--- src/rtl/ocb_pkg.sv ---
package ocb_pkg;
  localparam int ADDR_W = 24;
  localparam int DATA_W = 16;
  localparam int BLK_AW = 12;               // 4K-byte region
  localparam int HI_W   = ADDR_W - BLK_AW;  // compared address bits

  // word slot inside the fixed window, indexed by address bits 3:1
  typedef enum logic [2:0] {
    SLOT_RSV0 = 3'd0, SLOT_BASE = 3'd1, SLOT_SCRH = 3'd2, SLOT_SCRL = 3'd3,
    SLOT_RSV1 = 3'd4, SLOT_CLK  = 3'd5, SLOT_RSV2 = 3'd6, SLOT_RSV3 = 3'd7
  } slot_e;

  // base register: [15:13] expected function code, [12] compare enable,
  // [11:0] region address bits 23:12
  function automatic logic region_match(input logic [HI_W-1:0] hi,
                                        input logic [DATA_W-1:0] base,
                                        input logic [2:0] fc);
    logic addr_ok, fc_ok;
    addr_ok = (hi == base[HI_W-1:0]);
    fc_ok   = !base[12] || (fc == base[15:13]);
    return addr_ok && fc_ok;
  endfunction

  // byte-strobe merge of a register word
  function automatic logic [DATA_W-1:0] merge_bytes(input logic [DATA_W-1:0] old,
                                                    input logic [DATA_W-1:0] nw,
                                                    input logic ub, input logic lb);
    return {ub ? nw[15:8] : old[15:8], lb ? nw[7:0] : old[7:0]};
  endfunction

  function automatic logic is_rsv_slot(input slot_e s);
    return (s == SLOT_RSV0) || (s == SLOT_RSV1) || (s == SLOT_RSV2) || (s == SLOT_RSV3);
  endfunction
endpackage

--- src/rtl/ocb_fixed_decode.sv ---
module ocb_fixed_decode
  import ocb_pkg::*;
#(
  parameter logic [ADDR_W-1:0] FIXED_BASE = 24'h0000F0
) (
  input  logic [ADDR_W-1:0] addr,
  output logic              hit,
  output slot_e             slot,
  output logic              rsv
);
  localparam int WIN_LSB = 4;   // 16-byte window

  assign hit  = (addr[ADDR_W-1:WIN_LSB] == FIXED_BASE[ADDR_W-1:WIN_LSB]);
  assign slot = slot_e'(addr[3:1]);
  assign rsv  = is_rsv_slot(slot);
endmodule

--- src/rtl/ocb_block_match.sv ---
module ocb_block_match
  import ocb_pkg::*;
#(
  parameter int RAM_BYTES = 576,
  parameter int RSV_LIMIT = 1024
) (
  input  logic [ADDR_W-1:0] addr,
  input  logic [2:0]        fc,
  input  logic [DATA_W-1:0] base,
  output logic              hit,
  output logic              ram,
  output logic              rsv,
  output logic              per
);
  localparam logic [BLK_AW:0] RAM_LIM = (BLK_AW+1)'(RAM_BYTES);
  localparam logic [BLK_AW:0] RSV_LIM = (BLK_AW+1)'(RSV_LIMIT);

  logic [BLK_AW:0] off;

  assign off = {1'b0, addr[BLK_AW-1:0]};
  assign hit = region_match(addr[ADDR_W-1:BLK_AW], base, fc);
  assign ram = hit && (off < RAM_LIM);
  assign rsv = hit && (off >= RAM_LIM) && (off < RSV_LIM);
  assign per = hit && (off >= RSV_LIM);
endmodule

--- src/rtl/ocb_cfg_regs.sv ---
module ocb_cfg_regs
  import ocb_pkg::*;
#(
  parameter logic [DATA_W-1:0]   BASE_RST = 16'hBFFF,
  parameter logic [2*DATA_W-1:0] SCR_RST  = 32'h0000_0F00,
  parameter logic [DATA_W-1:0]   CLK_RST  = 16'h0000
) (
  input  logic                clk,
  input  logic                rst_sys_n,
  input  logic                rst_n,
  input  logic                wr_en,
  input  slot_e               slot,
  input  logic                ub,
  input  logic                lb,
  input  logic [DATA_W-1:0]   wdata,
  output logic [DATA_W-1:0]   base_q,
  output logic [2*DATA_W-1:0] scr_q,
  output logic [DATA_W-1:0]   ckcr_q,
  output logic [DATA_W-1:0]   rd_word
);
  logic part_rst;
  assign part_rst = !rst_sys_n || !rst_n;

  // base register: full system reset only
  always_ff @(posedge clk) begin
    if (!rst_sys_n)
      base_q <= BASE_RST;
    else if (wr_en && slot == SLOT_BASE)
      base_q <= merge_bytes(base_q, wdata, ub, lb);
  end

  always_ff @(posedge clk) begin
    if (part_rst) begin
      scr_q  <= SCR_RST;
      ckcr_q <= CLK_RST;
    end else if (wr_en) begin
      if (slot == SLOT_SCRH)
        scr_q[2*DATA_W-1:DATA_W] <= merge_bytes(scr_q[2*DATA_W-1:DATA_W], wdata, ub, lb);
      if (slot == SLOT_SCRL)
        scr_q[DATA_W-1:0] <= merge_bytes(scr_q[DATA_W-1:0], wdata, ub, lb);
      if (slot == SLOT_CLK)
        ckcr_q <= merge_bytes(ckcr_q, wdata, ub, lb);
    end
  end

  always_comb begin
    case (slot)
      SLOT_BASE: rd_word = base_q;
      SLOT_SCRH: rd_word = scr_q[2*DATA_W-1:DATA_W];
      SLOT_SCRL: rd_word = scr_q[DATA_W-1:0];
      SLOT_CLK:  rd_word = ckcr_q;
      default:   rd_word = '0;
    endcase
  end
endmodule

--- src/rtl/ocb_decoder.sv ---
module ocb_decoder
  import ocb_pkg::*;
#(
  parameter logic [ADDR_W-1:0]   FIXED_BASE = 24'h0000F0,
  parameter int                  RAM_BYTES  = 576,
  parameter int                  RSV_LIMIT  = 1024,
  parameter logic [DATA_W-1:0]   BASE_RST   = 16'hBFFF,
  parameter logic [2*DATA_W-1:0] SCR_RST    = 32'h0000_0F00,
  parameter logic [DATA_W-1:0]   CLK_RST    = 16'h0000
) (
  input  logic              clk,
  input  logic              rst_sys_n,
  input  logic              rst_n,
  input  logic              bus_as,
  input  logic [ADDR_W-1:0] bus_addr,
  input  logic [2:0]        bus_fc,
  input  logic              bus_we,
  input  logic              bus_ub,
  input  logic              bus_lb,
  input  logic [DATA_W-1:0] bus_wdata,
  output logic [DATA_W-1:0] bus_rdata,
  output logic              iac,
  output logic              sel_cfg,
  output logic              sel_ram,
  output logic              sel_rsv,
  output logic              sel_per
);
  // named internal events for the checker
  logic                fix_hit, fix_rsv;
  slot_e               slot;
  logic                blk_hit, blk_ram, blk_rsv, blk_per;
  logic                blk_open;
  logic                wr_cfg, wr_base;
  logic [DATA_W-1:0]   base_q, ckcr_q, rd_word;
  logic [2*DATA_W-1:0] scr_q;

  ocb_fixed_decode #(.FIXED_BASE(FIXED_BASE)) u_fix (
    .addr(bus_addr), .hit(fix_hit), .slot(slot), .rsv(fix_rsv)
  );

  ocb_block_match #(.RAM_BYTES(RAM_BYTES), .RSV_LIMIT(RSV_LIMIT)) u_blk (
    .addr(bus_addr), .fc(bus_fc), .base(base_q),
    .hit(blk_hit), .ram(blk_ram), .rsv(blk_rsv), .per(blk_per)
  );

  ocb_cfg_regs #(.BASE_RST(BASE_RST), .SCR_RST(SCR_RST), .CLK_RST(CLK_RST)) u_regs (
    .clk(clk), .rst_sys_n(rst_sys_n), .rst_n(rst_n),
    .wr_en(wr_cfg), .slot(slot), .ub(bus_ub), .lb(bus_lb), .wdata(bus_wdata),
    .base_q(base_q), .scr_q(scr_q), .ckcr_q(ckcr_q), .rd_word(rd_word)
  );

  // fixed window has precedence over an overlapping region
  assign sel_cfg  = bus_as && fix_hit;
  assign blk_open = bus_as && !fix_hit;
  assign sel_ram  = blk_open && blk_ram;
  assign sel_rsv  = blk_open && blk_rsv;
  assign sel_per  = blk_open && blk_per;
  assign iac      = sel_cfg || sel_ram || sel_rsv || sel_per;

  assign wr_cfg    = sel_cfg && bus_we;
  assign wr_base   = wr_cfg && (slot == SLOT_BASE);
  assign bus_rdata = (sel_cfg && !bus_we) ? rd_word : '0;
endmodule

--- config.mk ---
export PLATFORM = sky130hd
export DESIGN_NAME = ocb_decoder
export DESIGN_NICKNAME = d
export VERILOG_FILES = /design/src/rtl/ocb_pkg.sv /design/src/rtl/ocb_fixed_decode.sv /design/src/rtl/ocb_block_match.sv /design/src/rtl/ocb_cfg_regs.sv /design/src/rtl/ocb_decoder.sv
export SDC_FILE = /design/constraint.sdc
export NUM_CORES = 1
export LEC_CHECK = 0
export ABC_AREA = 0
export BUFFER_PORTS_ARGS = -buffer_cell sky130_fd_sc_hd__buf_2
export CORE_MARGIN = 2
export CORE_UTILIZATION = 49
export CTS_CLUSTER_SIZE = 16
export DETAILED_ROUTE_END_ITERATION = 12
export MAX_ROUTING_LAYER = met4
export PLACE_DENSITY = 0.77
export SLEW_MARGIN = 15
export SYNTH_ARGS = -nofsm -noshare
export SYNTH_HDL_FRONTEND = slang
export SYNTH_SLANG_ARGS = --single-unit
--- constraint.sdc ---
create_clock -name clk -period 2.7 [get_ports clk]
set_input_delay 0.54 -clock clk [delete_from_list [all_inputs] [get_ports clk]]
set_output_delay 0.54 -clock clk [all_outputs]
set_load 0.05 [all_outputs]
# After elaboration in Yosys (flattened, before gate mapping)
# Index checks and enable logic that the tools add are counted.
[op_classes] multipliers=0 n_shift=0 n_div=0 reduce_logical=31 addsub=0 eq_ne=7 order_cmp=4 n_bitwise=0 mux=2
[ops] op="$pmux 16 s4" count=1
[ops] op="$eq 20x4->1 const B" count=1
[ops] op="$reduce_and 3->1" count=6
[ops] op="$mux 16" count=1
[ops] op="$logic_and 1x1->1" count=13
[ops] op="$eq 12x12->1" count=1
[ops] op="$ge 12x10->1 const B" count=1
[ops] op="$ge 12x11->1 const B" count=1
[ops] op="$lt 12x10->1 const B" count=1
[ops] op="$lt 12x11->1 const B" count=1
[ops] op="$eq 3x2->1 const B" count=2
[ops] op="$logic_not 1->1" count=5
[ops] op="$logic_or 1x1->1" count=5
[ops] op="$reduce_and 2->1" count=2
[ops] op="$eq 3x1->1 const B" count=1
[ops] op="$eq 3x3->1" count=1
[ops] op="$eq 3x3->1 const B" count=1
[totals] wordCells=52 latch_bits=0 output_inout_bits=21 regBits=64 mem_bits_rw=0 memories=0 romBits=0

# Depth between registers and ports, before layout
# Gate-level depths: netlist of the first run.
[depth] word_depth=8 depth_mapped=5 mapped_depth_nobuf=4

# Modules after synthesis
# Synthesis of the first run repeated with hierarchy kept, for this count alone.
[hier_totals] cells_unflattened=384 area_unflattened_um2=3588.4
[modules_own_cells] module="ocb_cfg_regs" cells_per_inst=317 instances=1 area_each_um2=3046.7
[modules_own_cells] module="ocb_decoder" cells_per_inst=27 instances=1 area_each_um2=241.5
[modules_own_cells] module="ocb_block_match" cells_per_inst=27 instances=1 area_each_um2=207.7
[modules_own_cells] module="ocb_fixed_decode" cells_per_inst=13 instances=1 area_each_um2=92.6

# Least setup slack after synthesis of the first run
# Ideal clock, no wire load.
[synth_timing] path_type="input to output" from="in bus_addr[9]" to="out bus_rdata[10]" slack_ns=-0.842 path_stages=5 required_time_ns=2.160 arrival_ns=3.002 cell_sequence="or4_1 -> nor4_4 -> nand4_4 -> buf_2 -> a21oi_1"
[synth_between] elab_chain_cells=4
[synth_lines] element="from (decl)" line_no="ocb_decoder.sv:15" text="input logic [ADDR_W-1:0] bus_addr,"
[synth_lines] element="$eq 20x4->1" line_no="ocb_fixed_decode.sv:13" text="assign hit = (addr[ADDR_W-1:WIN_LSB] == FIXED_BASE[ADDR_W-1:WIN_LSB]);"
[synth_lines] element="$logic_and 1x1->1" line_no="ocb_decoder.sv:53" text="assign sel_cfg = bus_as && fix_hit;"
[synth_lines] element="$logic_and 1x1->1" line_no="ocb_decoder.sv:62" text="assign bus_rdata = (sel_cfg && !bus_we) ? rd_word : '0;"
[synth_lines] element="$mux 16" line_no="ocb_decoder.sv:62"
[synth_lines] element="to (decl)" line_no="ocb_decoder.sv:21" text="output logic [DATA_W-1:0] bus_rdata,"
# Every way passes these cells.

# Final worst setup path of the first run
[layout_timing] from="in bus_addr[9]" to="out bus_rdata[1]"
# Same word-level chain as after synthesis.

==> impl_metrics.tcl, run 1 <==
set metrics [dict create \
    maxSlewViolCount 0 \
    placedCellCount 509 \
    start_util 0.511 \
    p_leak_uw 0.00181 \
    rrSetupSlack_ps 1980 \
    required_ps 2160 \
    cts-root-buf "clkbuf_8" \
    seq_area_frac_synth 0.390 \
    path_delay_family "simple AND/OR/NAND/NOR gates" \
    clock_path_buffers 2 \
    dp_hpwl_um 6260 \
    yosys_warnings 0 \
    final_cell_mix "65 x nand2_1, 64 x dfxtp_1, 53 x mux2i_1, 41 x buf_2, 32 x a22oi_1" \
    crit_arrival_ps 2220 \
    routabilityCongestion 0.883 \
    power_density_nw_per_um2 470 \
    ios 71 \
    path_class "in2out" \
    synth_top_area_cell "dfxtp_1" \
    whs_path_depth 3 \
    die_height_um 85.9 \
    ant_nets 0 \
    syn_avg_cell_area_um2 9.10 \
    start_kind "primary input" \
    grt_pass1_wl_um 15200 \
    die_area_um2 7370 \
    drive_gt1_frac 0.332 \
    worstMarginPinSlew_ps 633 \
    core_um2 6420 \
    synth_edf_count 0 \
    status "complete, but fails checks" \
    path_buf_inv 3 \
    cts_num_sinks 64 \
    final_cells 526 \
    finalSetupViolCount 20 \
    holdPathEnd "u_regs.base_q[14]" \
    numPortBuffers 69 \
    critPathSlowestCell "or4_4" \
    fin_ws_ps -62.9 \
    synthArstFlopShare 0 \
    synthesis.nets 411 \
    utilization 0.696 \
    die_w_um 85.9 \
    critPathCaptureType "primary output" \
    n_antenna_cell 0 \
    cts_htree_levels 3 \
    syn_area_um2 3280 \
    failed_checks "DRC, setup timing" \
    wl_per_cell_um 17.7 \
    yosys_register_bits 64 \
    mostFrequentLayoutCell "nand2_1" \
    worstSkewPairLatency_ps 340 \
    grt_antenna_before_repair 0 \
    cts_buffers 9 \
    via_per_inst 6.07 \
    r2r_cells 2 \
    peakVddDrop_uv 376 \
    fin_skew_ps 0 \
    cts_tree "done" \
    area_growth_pct 36.2 \
    cts_hold_buf 0 \
    rsz0062_at_grt "true" \
    drv_cap 0 \
    grt_use_total 0.269 \
    timing.rr.start "u_regs.base_q[2]" \
    grt_max_degree 65 \
    grt.overflow.total 0 \
    r2r_end "u_regs.base_q[2]" \
    cp_max_fo 16 \
    cts.clk_slew.worst_paths_ps 70 \
    rows 29 \
    synth-main-ff-cell "dfxtp_1" \
    post-place-ws_ps -221 \
    min_from "bus_wdata[14]" \
    fin_hold_ws_ps 458 \
    relSlewSlack 0.578 \
    worst_path_most_repeated_cell "buf_6" \
    grt_pass1_vias 3168 \
    first_iter_violations 283 \
    synth.area.top_cells "dfxtp_1 39%, mux2i_1 16%, nand2_1 7.4%, a22oi_1 7.3%, xnor2_1 3.2%" \
    syn_inst 361 \
    hold_viol_final 0 \
    hold_class "in2reg" \
    yosysUniqueCellTypes 40 \
    drc 8 \
    synth_top_cell_area_share 0.390 \
    min_period_over_period 1.02 \
    fin_crit_ps 2760 \
    drt-pass1-iter-count 9 \
    fmax_mhz 362 \
    vias 3191 \
    fin_nets 495 \
    path_cells "buf_6, or4_4, nor4_4, nand4_4, buf_12, a21oi_2, buf_6" \
    wl_um 9300 \
    critPathMaxStageDelay_ps 570 \
]
## metrics by stage
stage | area [um2] | total power [uW] | setup TNS (ps)
after floorplan | 3490 | 1050 | -7240
final | 4470 | 2100 | -692
after global routing | 4470 | 2150 | -1600
after global placement | 4020 | 1130 | -2700
after detailed placement | 4020 | 1140 | -3400
after CTS | 4450 | 2100 | -773
## power by group
| group | leakage [uW] | total (uW) | switching, uW | internal, uW |
|---|---|---|---|---|
| clock network | 0.000122 | 973 | 357 | 616 |
| logic | 0.00118 | 183 | 109 | 74.2 |
| registers | 0.000516 | 944 | 0.0000122 | 944 |
## worst min-delay path, delay by kind of cell
kind / cells / cell delay, ps
muxes: 1 / 50
and+or+nand+nor: 1 / 50
buffers and inverters: 1 / 110
## what timing repair did
item	4_1_cts	5_1_grt
endpoints found under the setup margin	21	21
resized for setup	51	3
endpoints found under the hold margin	0	0
buffers inserted	2	0
pin swaps	6	2
## Yosys cell counts, types with 4 or more instances
cell type and n:
a21oi_1 16, a22oi_1 32, clkbuf_1 18, dfxtp_1 64
inv_1 9, mux2i_1 53, nand2_1 65, nand4_1 5
nand4_4 4, nor2_1 19, nor3_1 4, o211ai_1 11
o41ai_1 11, xnor2_1 12
## per-layer routing
layer / up-vias / global-route usage / wire, um
li1: 1490 / - / -
met4: 0 / 0.117 / 274
met3: 32 / 0.0549 / 586
met2: 136 / 0.429 / 4430
met1: 1533 / 0.329 / 4010
met5: - / - / 0
## registers in the layout, summed over array words and instances, names as in the netlist
signal and count:
u_regs.ckcr_q 16, u_regs.scr_q 32, u_regs.base_q 16
## how the worst max path moves through the flow
stage	start	to	cells after the start
global placement	bus_addr[16]	sel_rsv	7
detailed placement	bus_addr[16]	sel_ram	7
floorplan	bus_addr[9]	bus_rdata[10]	5
finish	bus_addr[9]	bus_rdata[1]	7
global route	bus_addr[9]	bus_rdata[4]	7
CTS	bus_addr[20]	bus_rdata[1]	7
## cell type report
type,instances,area (um2)
Inverter,9,33.8
Clock buffer,13,179
Timing Repair Buffer,96,736
Sequential cell,64,1280
Fill cell,495,1950
Multi-Input combinational cell,265,2090
Tap cell,77,96.3
Clock inverter,2,60.1
## logic make-up (layout without fill, tap and decap cells)
logic type / count (synthesis) / in the layout / synth area share
and+or+nand+nor: 123 / 123 / 0.206
muxes: 53 / 53 / 0.162
buffers and inverters: 32 / 120 / 0.0404
xor gates and xnor gates: 15 / 15 / 0.0400
AOI/OAI and AO/OA: 74 / 74 / 0.162
DFF: 64 / 64 / 0.390
No activity file was read; power rests on OpenSTA's default activity.
==> run 2, diff against run 1 <==
- ABC_AREA: 0 -> 1
- CORE_MARGIN: 2 -> default
==> run 2 against run 1 <==
Routed wire length increased by 6.5%. The run now ends clean. Synthesized area rose by 3.3%. Critical endpoint is now bus_rdata[11]. Largest power group is now registers. Via count increased by 15%. Synthesized cell count up 32%. Clock skew stayed put. Power shrank 11%. Global-route usage grew 2.5 points. Sequential power barely moved. Worst setup slack gained 170 ps. Clock power is 24% lower. Combinational power shrank 3%. Core utilization shrank 5.8 points. Highest routed layer unchanged.
==> impl_metrics.tcl, run 2 <==
set metrics [dict create \
    status "complete, no violations" \
    path_cells "buf_2, nor2_2, nand2_2, nor2_4, nand3_2, nor2_4, o211ai_4, buf_4, a31oi_4, buf_2" \
    crit_arrival_ps 2060 \
    wl_per_cell_um 15.6 \
    drive_gt1_frac 0.257 \
    top_layer_used "met4" \
    wl_met1_um 4450 \
    numPortBuffers 69 \
    min_period_over_period 0.962 \
    syn_avg_cell_area_um2 7.14 \
    cts_buffers 9 \
    synth_edf_count 0 \
    ant_nets 0 \
    hold_viol_final 0 \
    area_growth_pct 22.9 \
    core_um2 6530 \
    drc 0 \
    largest_reg_flops 32 \
    routabilityCongestion 0.902 \
    via_per_inst 5.80 \
    synth-main-ff-cell "dfxtp_1" \
    path_class "in2out" \
    timing.rr.start "u_regs.base_q[11]" \
    ios 71 \
    synth_top_cell_area_share 0.378 \
    grt_antenna_before_repair 0 \
    wl_met2_um 4490 \
    cts_htree_levels 3 \
    vias 3674 \
    critPathCaptureType "primary output" \
    fin_nets 602 \
    cts_hold_buf 0 \
    synthTopCellsByCount "120 x nand2_1, 86 x nand3_1, 64 x dfxtp_1" \
    dp_hpwl_um 7100 \
    grt_pass1_wl_um 16000 \
    final_cell_mix "120 x nand2_1, 86 x nand3_1, 64 x dfxtp_1, 61 x buf_2, 50 x a21oi_1" \
    yosys_register_bits 64 \
    die_area_um2 7260 \
    fmax_mhz 385 \
    rows 29 \
    drv_cap 0 \
    syn_area_um2 3390 \
    cp_max_fo 5 \
    clock_path_buffers 2 \
    fin_skew_ps 0 \
    path_buf_inv 3 \
    critPathMaxStageDelay_ps 290 \
    cts-root-buf "clkbuf_8" \
    synth_top_area_cell "dfxtp_1" \
    tns_ps 0 \
    die_height_um 85.2 \
    synth.area.top_cells "dfxtp_1 38%, nand2_1 13%, nand3_1 13%, a21oi_1 7.4%, inv_1 3.1%" \
    peakVddDrop_uv 283 \
    synthArstFlopShare 0 \
    seq_area_frac_synth 0.378 \
    grt_pass1_vias 3265 \
    first_iter_violations 287 \
    worstSkewPairLatency_ps 340 \
    start_kind "primary input" \
    cts_num_sinks 64 \
    relSlewSlack 0.661 \
    wl_met3_um 810 \
    drt-pass1-iter-count 5 \
    crit_start "bus_addr[11]" \
    cts_tree "done" \
    cts.clk_slew.worst_paths_ps 70 \
    path_delay_family "simple AND/OR/NAND/NOR gates" \
    synthesis.nets 525 \
    yosys_warnings 0 \
    hold_class "in2reg" \
    worstMarginPinSlew_ps 508 \
    fin_crit_ps 2600 \
    die_w_um 85.2 \
    n_antenna_cell 0 \
    p_leak_uw 0.00167 \
    rrSetupSlack_ps 2040 \
    post-place-ws_ps -22.2 \
    grt_max_degree 51 \
    yosysMostFrequentCell "nand2_1" \
    syn_inst 475 \
    top_register "u_regs.scr_q" \
    fin_ws_ps 103 \
    maxSlewViolCount 0 \
    required_ps 2160 \
    rsz0062_at_grt "false" \
    grt.overflow.total 0 \
    min_from "bus_wdata[13]" \
    finalSetupViolCount 0 \
    grt_use_total 0.294 \
    top_regs "u_regs.scr_q: 32 flops, u_regs.base_q: 16 flops, u_regs.ckcr_q: 16 flops" \
    power_density_nw_per_um2 446 \
    critPathSlowestCell "buf_2" \
    yosysUniqueCellTypes 31 \
    mostFrequentLayoutCell "nand2_1" \
    utilization 0.638 \
    wl_um 9900 \
    start_util 0.520 \
]
## run 2: cell types whose count changed after synthesis, moves of 16 or more
cell / change
a21oi_1: +34
nand2_1: +55
nand3_1: +85
inv_1: +19
a22oi_1: -32
mux2i_1: -53
a31oi_1: +16
## run 2: worst paths after layout
| path | to | cells past startpoint |
|---|---|---|
| max reg2reg | u_regs.base_q[11] | 2 |
| min | u_regs.base_q[13] | 3 |
| max | bus_rdata[11] | 10 |
| min reg2reg | u_regs.scr_q[27] | 2 |
## run 2: metal layers
layer | global-route usage | vias to the layer above
met5 | - | -
met4 | 0.0832 | 0
met3 | 0.0545 | 16
met2 | 0.451 | 194
met1 | 0.397 | 1687
li1 | - | 1777
## run 2: report_power, final
group          total (uW)  switching [uW]  internal [uW]
Combinational         177             121           56.3
Sequential            944       0.0000134            944
Clock                 738             363            375
## run 2: through the flow
stage	hold slack [ps]	power [uW]	area, um2	std cells
floorplan	439	1050	3510	475
global placement	448	1130	3920	612
detailed placement	452	1140	3920	612
CTS	446	1860	4130	631
global route	458	1930	4170	633
finish	456	1860	4170	633
## run 2: final cells by class
cell class              count  area [um2]
repair buffers             86         518
inverters                  31         119
well taps                  77        96.3
clock buffers              12         155
fillers                   570        2360
multi-input cells         360        1980
flip-flops and latches     64        1280
clock inverters             3        17.5
## run 2: kinds of logic (layout without fill, tap and decap cells)
| kind of cell | after synthesis | in the layout | synth area share |
|---|---|---|---|
| AOI/OAI and AO/OA | 83 | 83 | 0.147 |
| xor gates and xnor gates | 8 | 8 | 0.0206 |
| DFF | 64 | 64 | 0.378 |
| and+or+nand+nor | 269 | 269 | 0.381 |
| buffers and inverters | 51 | 132 | 0.0737 |
## run 2: tightest hold or removal path: stages
cell,delay [ps]
buf_2,120
nand2_1,60
nand3_1,50
## run 2: what timing repair did
item	CTS	global route
pin swaps	1	1
setup buffers	4	2
gates resized for setup	0	9
endpoints found under the setup margin	7	10
